**src/rtl/bkpt_pkg.sv**
```systemverilog
package bkpt_pkg;
  localparam int NUM_BP = 4;
  localparam int FIELD_BASE = 8;
  localparam int FIELD_STRIDE = 4;
  localparam logic [2:0] IDX_STATUS = 3'd4;
  localparam logic [2:0] IDX_CTRL = 3'd5;

  typedef enum logic [1:0] {
    ACC_FETCH = 2'b00,
    ACC_WRITE = 2'b01,
    ACC_READ  = 2'b10,
    ACC_NONE  = 2'b11
  } accKind_e;

  typedef enum logic [1:0] {
    RW_EXEC  = 2'b00,
    RW_WRITE = 2'b01,
    RW_RSVD  = 2'b10,
    RW_RDWR  = 2'b11
  } rwSel_e;

  typedef struct packed {
    logic [NUM_BP-1:0]      addrLoad;
    logic [NUM_BP-1:0]      bpEnable;
    logic [NUM_BP-1:0][1:0] rwSel;
    logic [NUM_BP-1:0][1:0] lenSel;
  } dpStrobe_t;
endpackage

```
**src/rtl/bkpt_datapath.sv**
```systemverilog
module bkpt_datapath
  import bkpt_pkg::*;
#(
  parameter int ADDR_W = 32
) (
  input  logic                           clk,
  input  logic                           rstN,
  input  dpStrobe_t                      strobe,
  input  logic [ADDR_W-1:0]              wrData,
  input  logic                           accValid,
  input  logic [ADDR_W-1:0]              accAddr,
  input  logic [1:0]                     accKind,
  output logic [NUM_BP-1:0][ADDR_W-1:0]  addrRegs,
  output logic [NUM_BP-1:0]              hitVec
);

  for (genvar k = 0; k < NUM_BP; k++) begin : g_bp
    logic [ADDR_W-1:0] cmpMask;
    logic              addrEq;
    logic              typeOk;

    always_ff @(posedge clk) begin
      if (!rstN) addrRegs[k] <= '0;
      else if (strobe.addrLoad[k]) addrRegs[k] <= wrData;
    end

    always_comb begin
      cmpMask = '1;
      if (strobe.lenSel[k] == 2'b01) cmpMask[0] = 1'b0;
      else if (strobe.lenSel[k][1]) cmpMask[1:0] = 2'b00;
      addrEq = (((accAddr ^ addrRegs[k]) & cmpMask) == '0);
    end

    always_comb begin
      case (rwSel_e'(strobe.rwSel[k]))
        RW_EXEC:  typeOk = (accKind == ACC_FETCH);
        RW_WRITE: typeOk = (accKind == ACC_WRITE);
        RW_RDWR:  typeOk = (accKind == ACC_WRITE) || (accKind == ACC_READ);
        default:  typeOk = 1'b0;
      endcase
    end

    assign hitVec[k] = accValid && strobe.bpEnable[k] && addrEq && typeOk;

    // reserved type code never produces a hit
    assert_rsvd_type_silent_R5: assert property (@(posedge clk) disable iff (!rstN)
      (strobe.rwSel[k] == 2'b10) |-> !hitVec[k]);

    // an address write lands at the next edge
    assert_addr_load_R2: assert property (@(posedge clk) disable iff (!rstN)
      strobe.addrLoad[k] |=> (addrRegs[k] == $past(wrData)));
  end

endmodule

```
**src/rtl/bkpt_control.sv**
```systemverilog
module bkpt_control
  import bkpt_pkg::*;
#(
  parameter int DATA_W = 32,
  parameter int IDX_W  = 3
) (
  input  logic                           clk,
  input  logic                           rstN,
  input  logic                           regWrEn,
  input  logic [IDX_W-1:0]               regIdx,
  input  logic [DATA_W-1:0]              regWrData,
  output logic [DATA_W-1:0]              regRdData,
  input  logic [NUM_BP-1:0][DATA_W-1:0]  addrRegs,
  input  logic [NUM_BP-1:0]              hitVec,
  input  logic                           resumeSet,
  input  logic                           retireValid,
  input  logic                           retireKeepsFlag,
  output dpStrobe_t                      strobe,
  output logic                           debugFault,
  output logic                           resumeFlag
);

  localparam int BP_IDX_W = $clog2(NUM_BP);
  localparam logic [DATA_W-1:0] CTRL_MASK =
    DATA_W'(((64'd1 << NUM_BP) - 64'd1) |
            (((64'd1 << (FIELD_STRIDE * NUM_BP)) - 64'd1) << FIELD_BASE));

  logic [DATA_W-1:0] ctrlReg;
  logic [NUM_BP-1:0] statusReg;
  logic [NUM_BP-1:0] recordVec;
  logic [NUM_BP-1:0] statusNext;
  logic              rfQ;
  logic              faultQ;
  logic              statusWr;
  logic              ctrlWr;

  assign statusWr = regWrEn && (regIdx == IDX_W'(IDX_STATUS));
  assign ctrlWr   = regWrEn && (regIdx == IDX_W'(IDX_CTRL));

  always_comb begin
    for (int k = 0; k < NUM_BP; k++) begin
      strobe.addrLoad[k] = regWrEn && (regIdx == IDX_W'(k));
      strobe.bpEnable[k] = ctrlReg[k];
      strobe.rwSel[k]    = ctrlReg[FIELD_BASE + FIELD_STRIDE*k +: 2];
      strobe.lenSel[k]   = ctrlReg[FIELD_BASE + FIELD_STRIDE*k + 2 +: 2];
    end
  end

  assign recordVec  = hitVec & {NUM_BP{!rfQ}};
  assign statusNext = (statusWr ? regWrData[NUM_BP-1:0] : statusReg) | recordVec;

  always_ff @(posedge clk) begin
    if (!rstN) begin
      ctrlReg   <= '0;
      statusReg <= '0;
      faultQ    <= 1'b0;
      rfQ       <= 1'b0;
    end else begin
      if (ctrlWr) ctrlReg <= regWrData & CTRL_MASK;
      statusReg <= statusNext;
      faultQ    <= |recordVec;
      if (resumeSet) rfQ <= 1'b1;
      else if (retireValid && !retireKeepsFlag) rfQ <= 1'b0;
    end
  end

  always_comb begin
    regRdData = '0;
    if (regIdx < IDX_W'(NUM_BP)) regRdData = addrRegs[regIdx[BP_IDX_W-1:0]];
    else if (regIdx == IDX_W'(IDX_STATUS)) regRdData = DATA_W'(statusReg);
    else if (regIdx == IDX_W'(IDX_CTRL)) regRdData = ctrlReg;
  end

  assign debugFault = faultQ;
  assign resumeFlag = rfQ;

  // status bits only drop through a software write
  assert_status_sticky_R8: assert property (@(posedge clk) disable iff (!rstN)
    !statusWr |=> ((statusReg & $past(statusReg)) == $past(statusReg)));

  // plain retire clears the flag
  assert_rf_clear_on_retire_R10: assert property (@(posedge clk) disable iff (!rstN)
    (retireValid && !retireKeepsFlag && !resumeSet) |=> !rfQ);

  // flag-restoring retire keeps the flag
  assert_rf_kept_R10: assert property (@(posedge clk) disable iff (!rstN)
    (retireValid && retireKeepsFlag && rfQ) |=> rfQ);

  // no fault follows a cycle with the flag set
  assert_fault_suppressed_R9: assert property (@(posedge clk) disable iff (!rstN)
    debugFault |-> !$past(rfQ));

  // no new status bit while the flag is set
  assert_no_record_under_rf_R9: assert property (@(posedge clk) disable iff (!rstN)
    (rfQ && !statusWr) |=> ((statusReg & ~$past(statusReg)) == '0));

  // a fault always leaves a recorded status bit
  assert_fault_has_status_R7: assert property (@(posedge clk) disable iff (!rstN)
    debugFault |-> (statusReg != '0));

endmodule

```
**src/rtl/bkpt_match_unit.sv**
```systemverilog
module bkpt_match_unit
  import bkpt_pkg::*;
#(
  parameter int ADDR_W = 32,
  parameter int IDX_W  = 3
) (
  input  logic              clk,
  input  logic              rstN,
  input  logic              regWrEn,
  input  logic [IDX_W-1:0]  regIdx,
  input  logic [ADDR_W-1:0] regWrData,
  output logic [ADDR_W-1:0] regRdData,
  input  logic              accValid,
  input  logic [ADDR_W-1:0] accAddr,
  input  logic [1:0]        accKind,
  input  logic              resumeSet,
  input  logic              retireValid,
  input  logic              retireKeepsFlag,
  output logic              debugFault,
  output logic              resumeFlag
);

  dpStrobe_t                      strobe;
  logic [NUM_BP-1:0][ADDR_W-1:0]  addrRegs;
  logic [NUM_BP-1:0]              hitVec;

  bkpt_datapath #(.ADDR_W(ADDR_W)) datapath_i (
    .clk      (clk),
    .rstN     (rstN),
    .strobe   (strobe),
    .wrData   (regWrData),
    .accValid (accValid),
    .accAddr  (accAddr),
    .accKind  (accKind),
    .addrRegs (addrRegs),
    .hitVec   (hitVec)
  );

  bkpt_control #(.DATA_W(ADDR_W), .IDX_W(IDX_W)) control_i (
    .clk             (clk),
    .rstN            (rstN),
    .regWrEn         (regWrEn),
    .regIdx          (regIdx),
    .regWrData       (regWrData),
    .regRdData       (regRdData),
    .addrRegs        (addrRegs),
    .hitVec          (hitVec),
    .resumeSet       (resumeSet),
    .retireValid     (retireValid),
    .retireKeepsFlag (retireKeepsFlag),
    .strobe          (strobe),
    .debugFault      (debugFault),
    .resumeFlag      (resumeFlag)
  );

endmodule

```
**config.mk**
```make
export PLATFORM = sky130hd
export DESIGN_NAME = bkpt_match_unit
export DESIGN_NICKNAME = d
export VERILOG_FILES = /design/src/rtl/bkpt_pkg.sv /design/src/rtl/bkpt_datapath.sv /design/src/rtl/bkpt_control.sv /design/src/rtl/bkpt_match_unit.sv
export SDC_FILE = /design/constraint.sdc
export NUM_CORES = 1
export LEC_CHECK = 0
export BUFFER_PORTS_ARGS = -buffer_cell sky130_fd_sc_hd__clkbuf_2
export CORE_MARGIN = 2
export CORE_UTILIZATION = 55
export CTS_BUF_LIST = sky130_fd_sc_hd__clkbuf_4 sky130_fd_sc_hd__clkbuf_8
export CTS_CLUSTER_DIAMETER = 50
export CTS_CLUSTER_SIZE = 16
export DETAILED_ROUTE_END_ITERATION = 8
export GPL_TIMING_DRIVEN = 1
export PLACE_DENSITY = 0.77
export SLEW_MARGIN = 0
export SYNTH_ARGS = -nofsm -noshare
export SYNTH_HDL_FRONTEND = slang
export SYNTH_SLANG_ARGS = --single-unit
```
**constraint.sdc**
```tcl
create_clock -name clk -period 1.9 [get_ports clk]
set_input_delay 0.095 -clock clk [delete_from_list [all_inputs] [get_ports clk]]
set_output_delay 0.095 -clock clk [all_outputs]
set_load 0.1 [all_outputs]
```
==> impl_metrics.ini <==
[synthesis]
async_flop_share_pct = 0
netlist_area_mm2 = 0.008192
ys_warn_count = 0
synth_edf_count = 0
ys_seq_elements = 154
synth.net_count = 1066
synth_top_cell_by_area = dfxtp_1
synth_flop_cell = dfxtp_1
synth_top_area_share_pct = 37.64
syn_area_per_cell_um2 = 8.291
synthDistinctLibCells = 38
yosys-top-cells-area = dfxtp_1, nand2_1, xnor2_1
yosysSeqAreaShare_pct = 37.64
synthCells = 988

[die]
io_pins = 110
die_width_um = 126.0
initial_utilization_pct = 56.36
rows = 44
die_area_mm2 = 0.01589
core-area_mm2 = 0.01453
die_h_um = 126.0

[layout]
finalInstanceArea_mm2 = 0.01006
utilization_pct = 69.22
multiInputGateArea_mm2 = 0.004678
layout-drive-gt1-share_pct = 19.51
n_fill_cell = 1106
syn_to_final_growth_pct = 22.82
stdcell_count = 1286
seqCellArea_mm2 = 0.003083
layout.nets = 1171
insertedDiodeCount = 0

[worst_setup_path]
worstPathCellList = mux4_2, a22o_1, buf_12
rr_worst_depth = 5
path_class = register to output port
worstSetupStartpointType = register
cp.arrival_ns = 1.76
r2r-end = control_i.debugFault$_SDFF_PN0_
crit_fanout = 3
crit_required_ns = 1.80
end_kind = output port
critPathMaxStageDelay_ns = 0.47
reg2reg_slack_ns = 0.10
slowest_stage = mux4_2
r2r-start = datapath_i.addrRegs[42]$_SDFFE_PN0P_

[sta]
hold_violations = 0
max_slew_margin_pct = 59.70
worst_pin_slew_ns = 0.5892
setup_viol = 0
rsz0062_at_grt = no
min_period_over_period_pct = 97.59
clock_skew_ns = 0.01130
drv_slew = 0
fmax_mhz = 539.3
fin_crit_ns = 1.854

[route]
viasPerCell = 6.110
ant_nets = 0
wl_per_cell_um = 21.25
drt_iter0_drc = 1061
wirelength_um = 27330
drt-pass1-iter-count = 6
vias = 7857
drc_errors = 0

[clocking]
clk_pin_slew_ns = 0.08
clkSinkCount = 154
cts_tree = done
ctsRootBufferMaster = clkbuf_8
h-tree-depth = 4
clk_latency_ns = 0.48
clockBufferDepth = 2
cts_setup_buffers = 0
cts_buffers = 17

[pwr]
combPwrFrac_pct = 16.8
switching_share_pct = 28.94
power.total_mw = 6.708
switchingPower_mw = 1.942
leakagePower_nw = 3.425
power_density_mw_per_mm2 = 666.8
ir_worst_vdd_uv = 470.0
seqPwrFrac_pct = 50.2
intPower_mw = 4.767
clockPowerShare_pct = 33.1

[hold_path]
hold_depth = 3
hold_end = control_i.resumeFlag$_SDFFE_PN0P_
hold_path.class = input pin to register
min-delay-start = rstN

[place]
dp_cells = 1224
hpwl_um = 19690
io_buffers = 109
gp_congestion = 1.046
placedInstanceArea_mm2 = 0.009394

[flow_run]
drv_cap = 0

[grt]
antenna_found_initial = 0
grt_pass1_vias = 7398
track_usage_pct = 34.62
grt_pass1_wl_um = 42230
grt_max_degree = 44
grt.overflow.total = 0

[outcome]
run_status = complete, no violations
==> state kept, by name, summed over array words and instances, names as in the netlist <==
register,flops
control_i.debugFault,1
control_i.ctrlReg,20
control_i.resumeFlag,1
control_i.statusReg,4
datapath_i.addrRegs,128
==> synth_stat cells (7+ instances only) <==
cell / n
nor2_1: 8
buf_2: 30
a22o_1: 16
and2_1: 12
nand4_1: 25
dfxtp_1: 154
mux2i_1: 12
buf_6: 7
mux4_2: 32
xnor2_1: 117
clkbuf_1: 46
o2111ai_1: 7
nand2_1: 304
xor2_1: 11
a21oi_1: 153
==> cells in the final DEF (no fill, tap or decap), types with 2 or more instances in the layout <==
cell	instances
dfxtp_1	154
buf_4	23
nor3_4	3
clkbuf_4	4
clkbuf_8	20
mux2i_1	12
o2111ai_1	7
clkbuf_2	77
nand4_1	25
inv_1	4
o21ai_2	4
clkinv_2	4
xnor2_1	117
xor2_1	11
nand2b_1	3
a21oi_1	153
nor2b_1	4
buf_12	41
mux4_2	32
a2111oi_0	3
or3_1	2
nand4b_1	4
and2_1	12
nor4_1	4
dlygate4sd3_1	34
nor3_1	4
nand2_1	304
a22o_1	16
ha_1	2
nor2_1	8
nor2_2	2
==> worst max-delay path by stage <==
stage	endpoint	slack, ns	startpoint	cells past startpoint
4_1_cts	regRdData[23]	0.04	datapath_i.addrRegs[119]$_SDFFE_PN0P_	3
3_3_place_gp	control_i.debugFault$_SDFF_PN0_	-0.05	accKind[0]	7
2_1_floorplan	regRdData[14]	0.08	regIdx[1]	5
3_5_place_dp	control_i.debugFault$_SDFF_PN0_	-0.03	accKind[0]	7
5_1_grt	regRdData[23]	0.005	datapath_i.addrRegs[119]$_SDFFE_PN0P_	3
6_report	regRdData[23]	0.05	datapath_i.addrRegs[119]$_SDFFE_PN0P_	3
==> final cells by class <==
cell class | instances | share of cell area, %
well taps | 184 | 2.288
repair buffers | 175 | 17.09
clock buffers | 24 | 3.034
flip-flops and latches | 154 | 30.64
clock inverters | 4 | 0.1990
multi-input cells | 739 | 46.50
inverters | 6 | 0.2487
==> power by group through the flow <==
stage | Combinational (mW) | Sequential [mW] | Clock (mW)
floorplan | 0.633 | 3.43 | 0
global placement | 1.03 | 3.43 | 0
detailed placement | 1.04 | 3.44 | 0
CTS | 1.10 | 3.36 | 2.21
global route | 1.17 | 3.37 | 2.35
finish | 1.12 | 3.37 | 2.22
==> cell families after synthesis <==
group / count (synthesis) / share of synthesized area (%)
adders and majority gates: 2 / 0.3054
AOI/OAI and AO/OA: 186 / 12.65
xor gates and xnor gates: 128 / 13.69
and+or+nand+nor: 379 / 19.86
muxes: 44 / 10.26
buffers and inverters: 95 / 5.606
DFF: 154 / 37.64
==> metrics by stage <==
step	TNS [ns]	setup WS [ns]	hold slack, ns
after floorplan	0	0.07771	0.2124
after global placement	-0.05068	-0.05068	0.3051
after detailed placement	-0.03108	-0.03108	0.3136
after CTS	0	0.03832	0.05196
after global routing	0	0.004828	0.07493
final	0	0.04583	0.07336
==> layer usage <==
metal,track usage [%],share of wire (%),vias up,wire (µm)
met5,0,0,-,0
met3,10.32,12,114,3381
met4,16.55,4.9,0,1340
met2,51.45,45,578,12220
li1,-,-,3521,-
met1,46.28,38,3644,10390
==> what timing repair did <==
item                                    in CTS  in global routing
hold buffers                                34                  0
endpoints found under the hold margin      149                  0
endpoints found under the setup margin       0                  1
gates resized for setup                      0                  1
==> worst max-delay path: cells and delay by family, from the launching register on <==
family / cells / cell delay (ns)
compound gates: 1 / 0.29
buf+inv: 1 / 0.18
flops: 1 / 0.35
mux: 1 / 0.47
(Power assumes the default switching activity.)
